--- src/rtl/snd_busy_pkg.sv ---
package snd_busy_pkg;

  typedef enum logic [2:0] {
    ACC_FM     = 3'd0,
    ACC_PCM    = 3'd1,
    ACC_MEM_WR = 3'd2,
    ACC_MEM_RD = 3'd3,
    ACC_HDR    = 3'd4,
    ACC_STAT   = 3'd5,
    ACC_RSV6   = 3'd6,
    ACC_RSV7   = 3'd7
  } acc_kind_e;

  localparam int KIND_W        = 3;
  localparam int STAT_W        = 8;
  localparam int STAT_BUSY     = 0;
  localparam int STAT_VIOL     = 1;
  localparam int STAT_CODE_LSB = 2;

  function automatic int max2(input int a, input int b);
    return (a > b) ? a : b;
  endfunction

endpackage

--- src/rtl/snd_wait_lut.sv ---
module snd_wait_lut
  import snd_busy_pkg::*;
#(
  parameter int CNT_W       = 14,
  parameter int FM_WAIT     = 56,
  parameter int PCM_WAIT    = 88,
  parameter int MEM_WR_WAIT = 28,
  parameter int MEM_RD_WAIT = 38,
  parameter int HDR_WAIT    = 10161
) (
  input  logic [KIND_W-1:0] kind_i,
  output logic              timed_o,
  output logic [CNT_W-1:0]  len_o
);

  always_comb begin
    timed_o = 1'b1;
    len_o   = '0;
    unique case (acc_kind_e'(kind_i))
      ACC_FM:     len_o = CNT_W'(FM_WAIT);
      ACC_PCM:    len_o = CNT_W'(PCM_WAIT);
      ACC_MEM_WR: len_o = CNT_W'(MEM_WR_WAIT);
      ACC_MEM_RD: len_o = CNT_W'(MEM_RD_WAIT);
      ACC_HDR:    len_o = CNT_W'(HDR_WAIT);
      default:    timed_o = 1'b0; // status read and reserved kinds
    endcase
  end

endmodule

--- src/rtl/snd_wait_cnt.sv ---
module snd_wait_cnt #(
  parameter int CNT_W = 14
) (
  input  logic             clk_i,
  input  logic             rst_ni,
  input  logic             load_i,
  input  logic [CNT_W-1:0] len_i,
  output logic             busy_o
);

  logic [CNT_W-1:0] cnt_q;

  always_ff @(posedge clk_i or negedge rst_ni) begin
    if (!rst_ni)            cnt_q <= '0;
    else if (load_i)        cnt_q <= len_i;
    else if (cnt_q != '0)   cnt_q <= cnt_q - CNT_W'(1);
  end

  assign busy_o = (cnt_q != '0);


  cnt_load_chk: assert property (@(posedge clk_i) disable iff (!rst_ni)
    load_i |=> cnt_q == $past(len_i));


  cnt_dec_chk: assert property (@(posedge clk_i) disable iff (!rst_ni)
    (!load_i && busy_o) |=> cnt_q == $past(cnt_q) - CNT_W'(1));


  cnt_idle_chk: assert property (@(posedge clk_i) disable iff (!rst_ni)
    (!load_i && !busy_o) |=> !busy_o);

endmodule

--- src/rtl/snd_viol_trk.sv ---
module snd_viol_trk
  import snd_busy_pkg::*;
(
  input  logic              clk_i,
  input  logic              rst_ni,
  input  logic              evt_i,
  input  logic [KIND_W-1:0] kind_i,
  input  logic              clr_i,
  output logic              flag_o,
  output logic [KIND_W-1:0] code_o
);

  always_ff @(posedge clk_i or negedge rst_ni) begin
    if (!rst_ni) begin
      flag_o <= 1'b0;
      code_o <= '0;
    end else if (evt_i) begin
      flag_o <= 1'b1;
      // first offender is kept unless a clear lands in the same cycle
      if (!flag_o || clr_i) code_o <= kind_i;
    end else if (clr_i) begin
      flag_o <= 1'b0;
      code_o <= '0;
    end
  end


  viol_set_chk: assert property (@(posedge clk_i) disable iff (!rst_ni)
    (evt_i && !flag_o) |=> flag_o && code_o == $past(kind_i));


  viol_hold_chk: assert property (@(posedge clk_i) disable iff (!rst_ni)
    (flag_o && !clr_i) |=> flag_o && $stable(code_o));


  viol_clr_chk: assert property (@(posedge clk_i) disable iff (!rst_ni)
    (clr_i && !evt_i) |=> !flag_o && code_o == '0);


  clr_evt_chk: assert property (@(posedge clk_i) disable iff (!rst_ni)
    (clr_i && evt_i) |=> flag_o && code_o == $past(kind_i));

endmodule

--- src/rtl/snd_busy_timer.sv ---
module snd_busy_timer
  import snd_busy_pkg::*;
#(
  parameter int FM_WAIT     = 56,
  parameter int PCM_WAIT    = 88,
  parameter int MEM_WR_WAIT = 28,
  parameter int MEM_RD_WAIT = 38,
  parameter int HDR_WAIT    = 10161
) (
  input  logic       clk_i,
  input  logic       rst_ni,
  input  logic       acc_valid_i,
  input  logic [2:0] acc_kind_i,
  input  logic       viol_clr_i,
  output logic [7:0] status_o
);

  localparam int MAX_WAIT = max2(max2(max2(FM_WAIT, PCM_WAIT),
                                      max2(MEM_WR_WAIT, MEM_RD_WAIT)), HDR_WAIT);
  localparam int CNT_W    = $clog2(MAX_WAIT + 1);

  logic              timed;
  logic [CNT_W-1:0]  len;
  logic              load;
  logic              busy;
  logic              viol_evt;
  logic              viol_flag;
  logic [KIND_W-1:0] viol_code;

  snd_wait_lut #(
    .CNT_W      (CNT_W),
    .FM_WAIT    (FM_WAIT),
    .PCM_WAIT   (PCM_WAIT),
    .MEM_WR_WAIT(MEM_WR_WAIT),
    .MEM_RD_WAIT(MEM_RD_WAIT),
    .HDR_WAIT   (HDR_WAIT)
  ) i_lut (
    .kind_i (acc_kind_i),
    .timed_o(timed),
    .len_o  (len)
  );

  assign load     = acc_valid_i && timed;
  assign viol_evt = load && busy;

  snd_wait_cnt #(.CNT_W(CNT_W)) i_cnt (
    .clk_i (clk_i),
    .rst_ni(rst_ni),
    .load_i(load),
    .len_i (len),
    .busy_o(busy)
  );

  snd_viol_trk i_viol (
    .clk_i (clk_i),
    .rst_ni(rst_ni),
    .evt_i (viol_evt),
    .kind_i(acc_kind_i),
    .clr_i (viol_clr_i),
    .flag_o(viol_flag),
    .code_o(viol_code)
  );

  always_comb begin
    status_o                                  = '0;
    status_o[STAT_BUSY]                       = busy;
    status_o[STAT_VIOL]                       = viol_flag;
    status_o[STAT_CODE_LSB +: KIND_W]         = viol_code;
  end


  untimed_busy_chk: assert property (@(posedge clk_i) disable iff (!rst_ni)
    (acc_valid_i && acc_kind_i >= 3'd5 && !busy) |=> !busy);


  untimed_viol_chk: assert property (@(posedge clk_i) disable iff (!rst_ni)
    (acc_valid_i && acc_kind_i >= 3'd5 && !viol_flag) |=> !viol_flag);


  early_reload_chk: assert property (@(posedge clk_i) disable iff (!rst_ni)
    (viol_evt && len != '0) |=> busy);

endmodule

--- config.mk ---
export PLATFORM = sky130hd
export DESIGN_NAME = snd_busy_timer
export DESIGN_NICKNAME = d
export VERILOG_FILES = /design/src/rtl/snd_busy_pkg.sv /design/src/rtl/snd_wait_lut.sv /design/src/rtl/snd_wait_cnt.sv /design/src/rtl/snd_viol_trk.sv /design/src/rtl/snd_busy_timer.sv
export SDC_FILE = /design/constraint.sdc
export NUM_CORES = 1
export LEC_CHECK = 0
export ABC_AREA = 1
export BUFFER_PORTS_ARGS = -buffer_cell sky130_fd_sc_hd__clkbuf_2
export CORE_UTILIZATION = 45
export DETAILED_ROUTE_END_ITERATION = 16
export GPL_TIMING_DRIVEN = 0
export PLACE_DENSITY_LB_ADDON = 0.15
export SETUP_SLACK_MARGIN = 0.3
export SYNTH_ARGS = -nofsm -noshare
export SYNTH_HDL_FRONTEND = slang
export SYNTH_SLANG_ARGS = --single-unit
--- constraint.sdc ---
create_clock -name clk_i -period 1.55 [get_ports clk_i]
set_clock_uncertainty 0.1 [all_clocks]
set_input_delay 0.31 -clock clk_i [delete_from_list [all_inputs] [get_ports clk_i]]
set_output_delay 0.31 -clock clk_i [all_outputs]
set_load 0.01 [all_outputs]
==> results by group <==
CTS
  – CTS H-tree depth: 1
  – Clock tree buffer depth: 2
  – Clk root buf: clkbuf_4
  – Worst-path clk slew: 0.12 ns
  – TritonCTS Sinks: 18
  – Clock Latency Late Sink: 0.30 ns
  – CTS tree: yes
  – Cts bufs inserted: 3

Drt
  – Detail Route Antenna Nets: 0
  – Drt first-iter violations: 30
  – Via/cell ratio: 5.04
  – Total length of routed wires: 3420 um
  – Router iterations before antenna repair: 4
  – Post-route DRC violation count: 0
  – Routed len/inst: 14.0 um
  – Via count: 1234

Synth
  – Synth Area per Inst: 7.51 um2
  – Simple-gate area share of the yosys netlist: between 30% and 40%
  – Largest family of logic cells by synthesized area: simple AND/OR/NAND/NOR gates
  – Syn Inst Count: 164
  – FFs w/ async S/R, synth: 100%
  – Ys flop type: dfrtp_1
  – #FFs+latches synth: 18
  – Top-area cell type share of the netlist area: 36.5%
  – Synth warn: 0
  – Post-synth top area cell: dfrtp_1
  – Post-synthesis xor/xnor area fraction: 2.84%
  – Post-Syn Area: approximately 1200 um2
  – Synth top area cells: dfrtp_1 (37%), nand2_1 (10%), nor2_1 (6.1%)
  – Sequential-to-total area share from yosys stat: a little over a third
  – Adder-cell area share of the yosys netlist: a little over 2%
  – Mux cell area share after synthesis: 0%
  – Compound-Gate Fraction of Synth Area: 9.34%
  – Unique masters post-synth: 33
  – Number of synthesized flops with an enable pin: 0

Final layout
  – Antenna diode count: 0
  – Most frequent cells in the layout: nand2_1 (30), buf_4 (25), dfrtp_1 (17), inv_1 (16), buf_6 (16)
  – Fill count: 191
  – Multi-input gate area: slightly below 800 um2
  – Util after Layout: 72.7%
  – Reg area: 452 um2
  – Area added between synthesis and finish: 48.7%
  – Layout cells sized above 1: 48.8%
  – Commonest non-fill, non-tap cell in the layout: nand2_1
  – Nets: 225

Worst hold path
  – Hold/Removal Path Class: in2reg
  – Hold Startpoint: acc_kind_i[0]
  – Worst Hold End: i_viol.code_o[0]$_DFFE_PN0P_
  – Hold Crit Depth: 3

Pwr
  – Worst vdd ir: 0.000935 V
  – Sequential fraction of design power: 25.9%
  – Sw Ratio: 42.0%
  – Combinational Power Share: between 60% and 70%
  – Pwr dens: 1530 nW/um2
  – Switching power: 1.18 mW
  – Leakage power total: approximately 0.98 nW
  – Power Internal: between 1.5 and 2 mW
  – Clock share of power: 10.9%

Place
  – Port buffer count: 11
  – DP HPWL: 1980 um
  – RePlAce Congestion: ~0.83
  – Pre-CTS setup slack: -0.0578 ns

Worst setup path
  – R2R Path End: i_cnt.cnt_q[10]$_DFFE_PN0P_
  – Worst-case reg-to-reg path depth: 14
  – Worst Path Max Fanout: 2
  – FF-to-FF setup slack: -0.18 ns
  – Crit path required time: between 1 and 1.5 ns
  – Crit Reg-Reg Startpoint: i_cnt.cnt_q[6]$_DFFE_PN0P_
  – Crit path DAT: 1.40 ns
  – Crit end category: output port
  – Crit start category: register
  – Kind of critical path: reg2out

Floorplan
  – Die area: 2950 um2
  – Die Wd: 54.3 um
  – Starting density of the core: roughly half
  – Die Y: 54.3 um
  – IO Pins: 15
  – Core area: between 2000 and 3000 um2
  – Rows: 18

Timing
  – Period minus WS final: 1.81 ns
  – RSZ-0062 raised after global routing: yes
  – Final setup margin: -0.258 ns
  – Final Hold Vio Count: 0
  – TNS Setup: -0.791 ns
  – Max Fclk: 0.553 GHz
  – Endpoints failing setup: 9
  – Final Slew Violations: 0
  – Tcrit/Tclk final: 117%

GRT
  – Global route overflow: 0
  – Total GRT Usage: 24.2%
  – Vias in the first global route: 1120
  – First-pass GRT wire length: 4940 um
  – Largest net degree at the start of global routing: 19
  – Initial antenna violation count: 0

Job
  – Max-cap violations: 0

Outcome
  – Status: complete, but fails checks
  – Failing checks: negative setup slack
## layout make-up
cell class              count  area share [%]
flip-flops and latches     18            24.6
inverters                  26            5.73
repair buffers             45            20.0
clock buffers               4            1.98
plain buffers               6            3.07
well taps                  30            2.05
multi-input cells         116            42.5
## cell usage after synthesis (2+ instances only)
library cell / instances
nand2_2: 5
nor2_8: 2
inv_1: 19
inv_2: 5
a21oi_1: 7
o21ai_1: 3
nand2_1: 34
nor2_1: 20
o21ai_0: 5
nand2_4: 2
nand3_2: 2
xor2_1: 3
buf_4: 5
nor2_2: 4
nand3_1: 12
dfrtp_1: 18
ha_1: 2
## flip-flops by register name, summed over array words and instances (netlist names)
signal         cells
i_viol.code_o      3
i_viol.flag_o      1
i_cnt.cnt_q       14
## metal layers
metal	vias up	share of wire [%]	track usage (%)
met1	573	40	30.1
met4	0	2.7	12.4
met2	40	53	41.1
met5	-	0	0
met3	9	4.8	2.50
li1	612	-	-
## power by group through the flow
stage	clock, mW	combinational (mW)	sequential (mW)
floorplan	0	0.787	0.711
global placement	0	0.926	0.727
detailed placement	0	0.944	0.736
CTS	0.308	1.50	0.710
global route	0.330	1.91	0.736
finish	0.304	1.77	0.724
## stage by stage
step                      power, mW  hold slack [ns]  instance area, um2  std cells
after floorplan                1.50          -0.0856                1290        166
after global placement         1.65            0.180                1380        207
after detailed placement       1.68            0.183                1380        207
after CTS                      2.51            0.190                1700        235
after global routing           2.98            0.217                1830        245
final                          2.80            0.186                1830        245
## repair_timing
| item | 4_1_cts | 5_1_grt |
|---|---|---|
| hold endpoints to repair | 18 | 0 |
| setup endpoints to repair | 21 | 23 |
| resized for setup | 29 | 19 |
| hold buffers | 1 | 0 |
| cloned | 0 | 0 |
| pin swaps | 15 | 19 |
| buffers inserted | 23 | 10 |
## kinds of logic after synthesis
family / count (synthesis)
simple gates: 87
fa+ha+maj: 2
compound gates: 20
buf+inv: 32
flops: 18
xor+xnor: 4
other cells: 1
## worst max-delay path by stage
stage	from	to	slack, ns	depth (start not counted)
after global routing	i_cnt.cnt_q[6]$_DFFE_PN0P_	status_o[0]	-0.31	6
final	i_cnt.cnt_q[4]$_DFFE_PN0P_	status_o[0]	-0.26	6
after CTS	i_cnt.cnt_q[0]$_DFFE_PN0P_	status_o[0]	-0.26	7
after detailed placement	i_cnt.cnt_q[4]$_DFFE_PN0P_	status_o[0]	-0.06	6
after global placement	i_cnt.cnt_q[0]$_DFFE_PN0P_	status_o[0]	-0.04	7
after floorplan	i_cnt.cnt_q[0]$_DFFE_PN0P_	status_o[0]	0.13	6
## worst max-delay path, cell delays in order, from the launching register on
cell	delay (ns)
dfrtp_1	0.44
nor2_4	0.16
nand2_4	0.09
nor2_8	0.12
nand2_4	0.06
buf_6	0.11
buf_6	0.11
(Power assumes the default switching activity.)
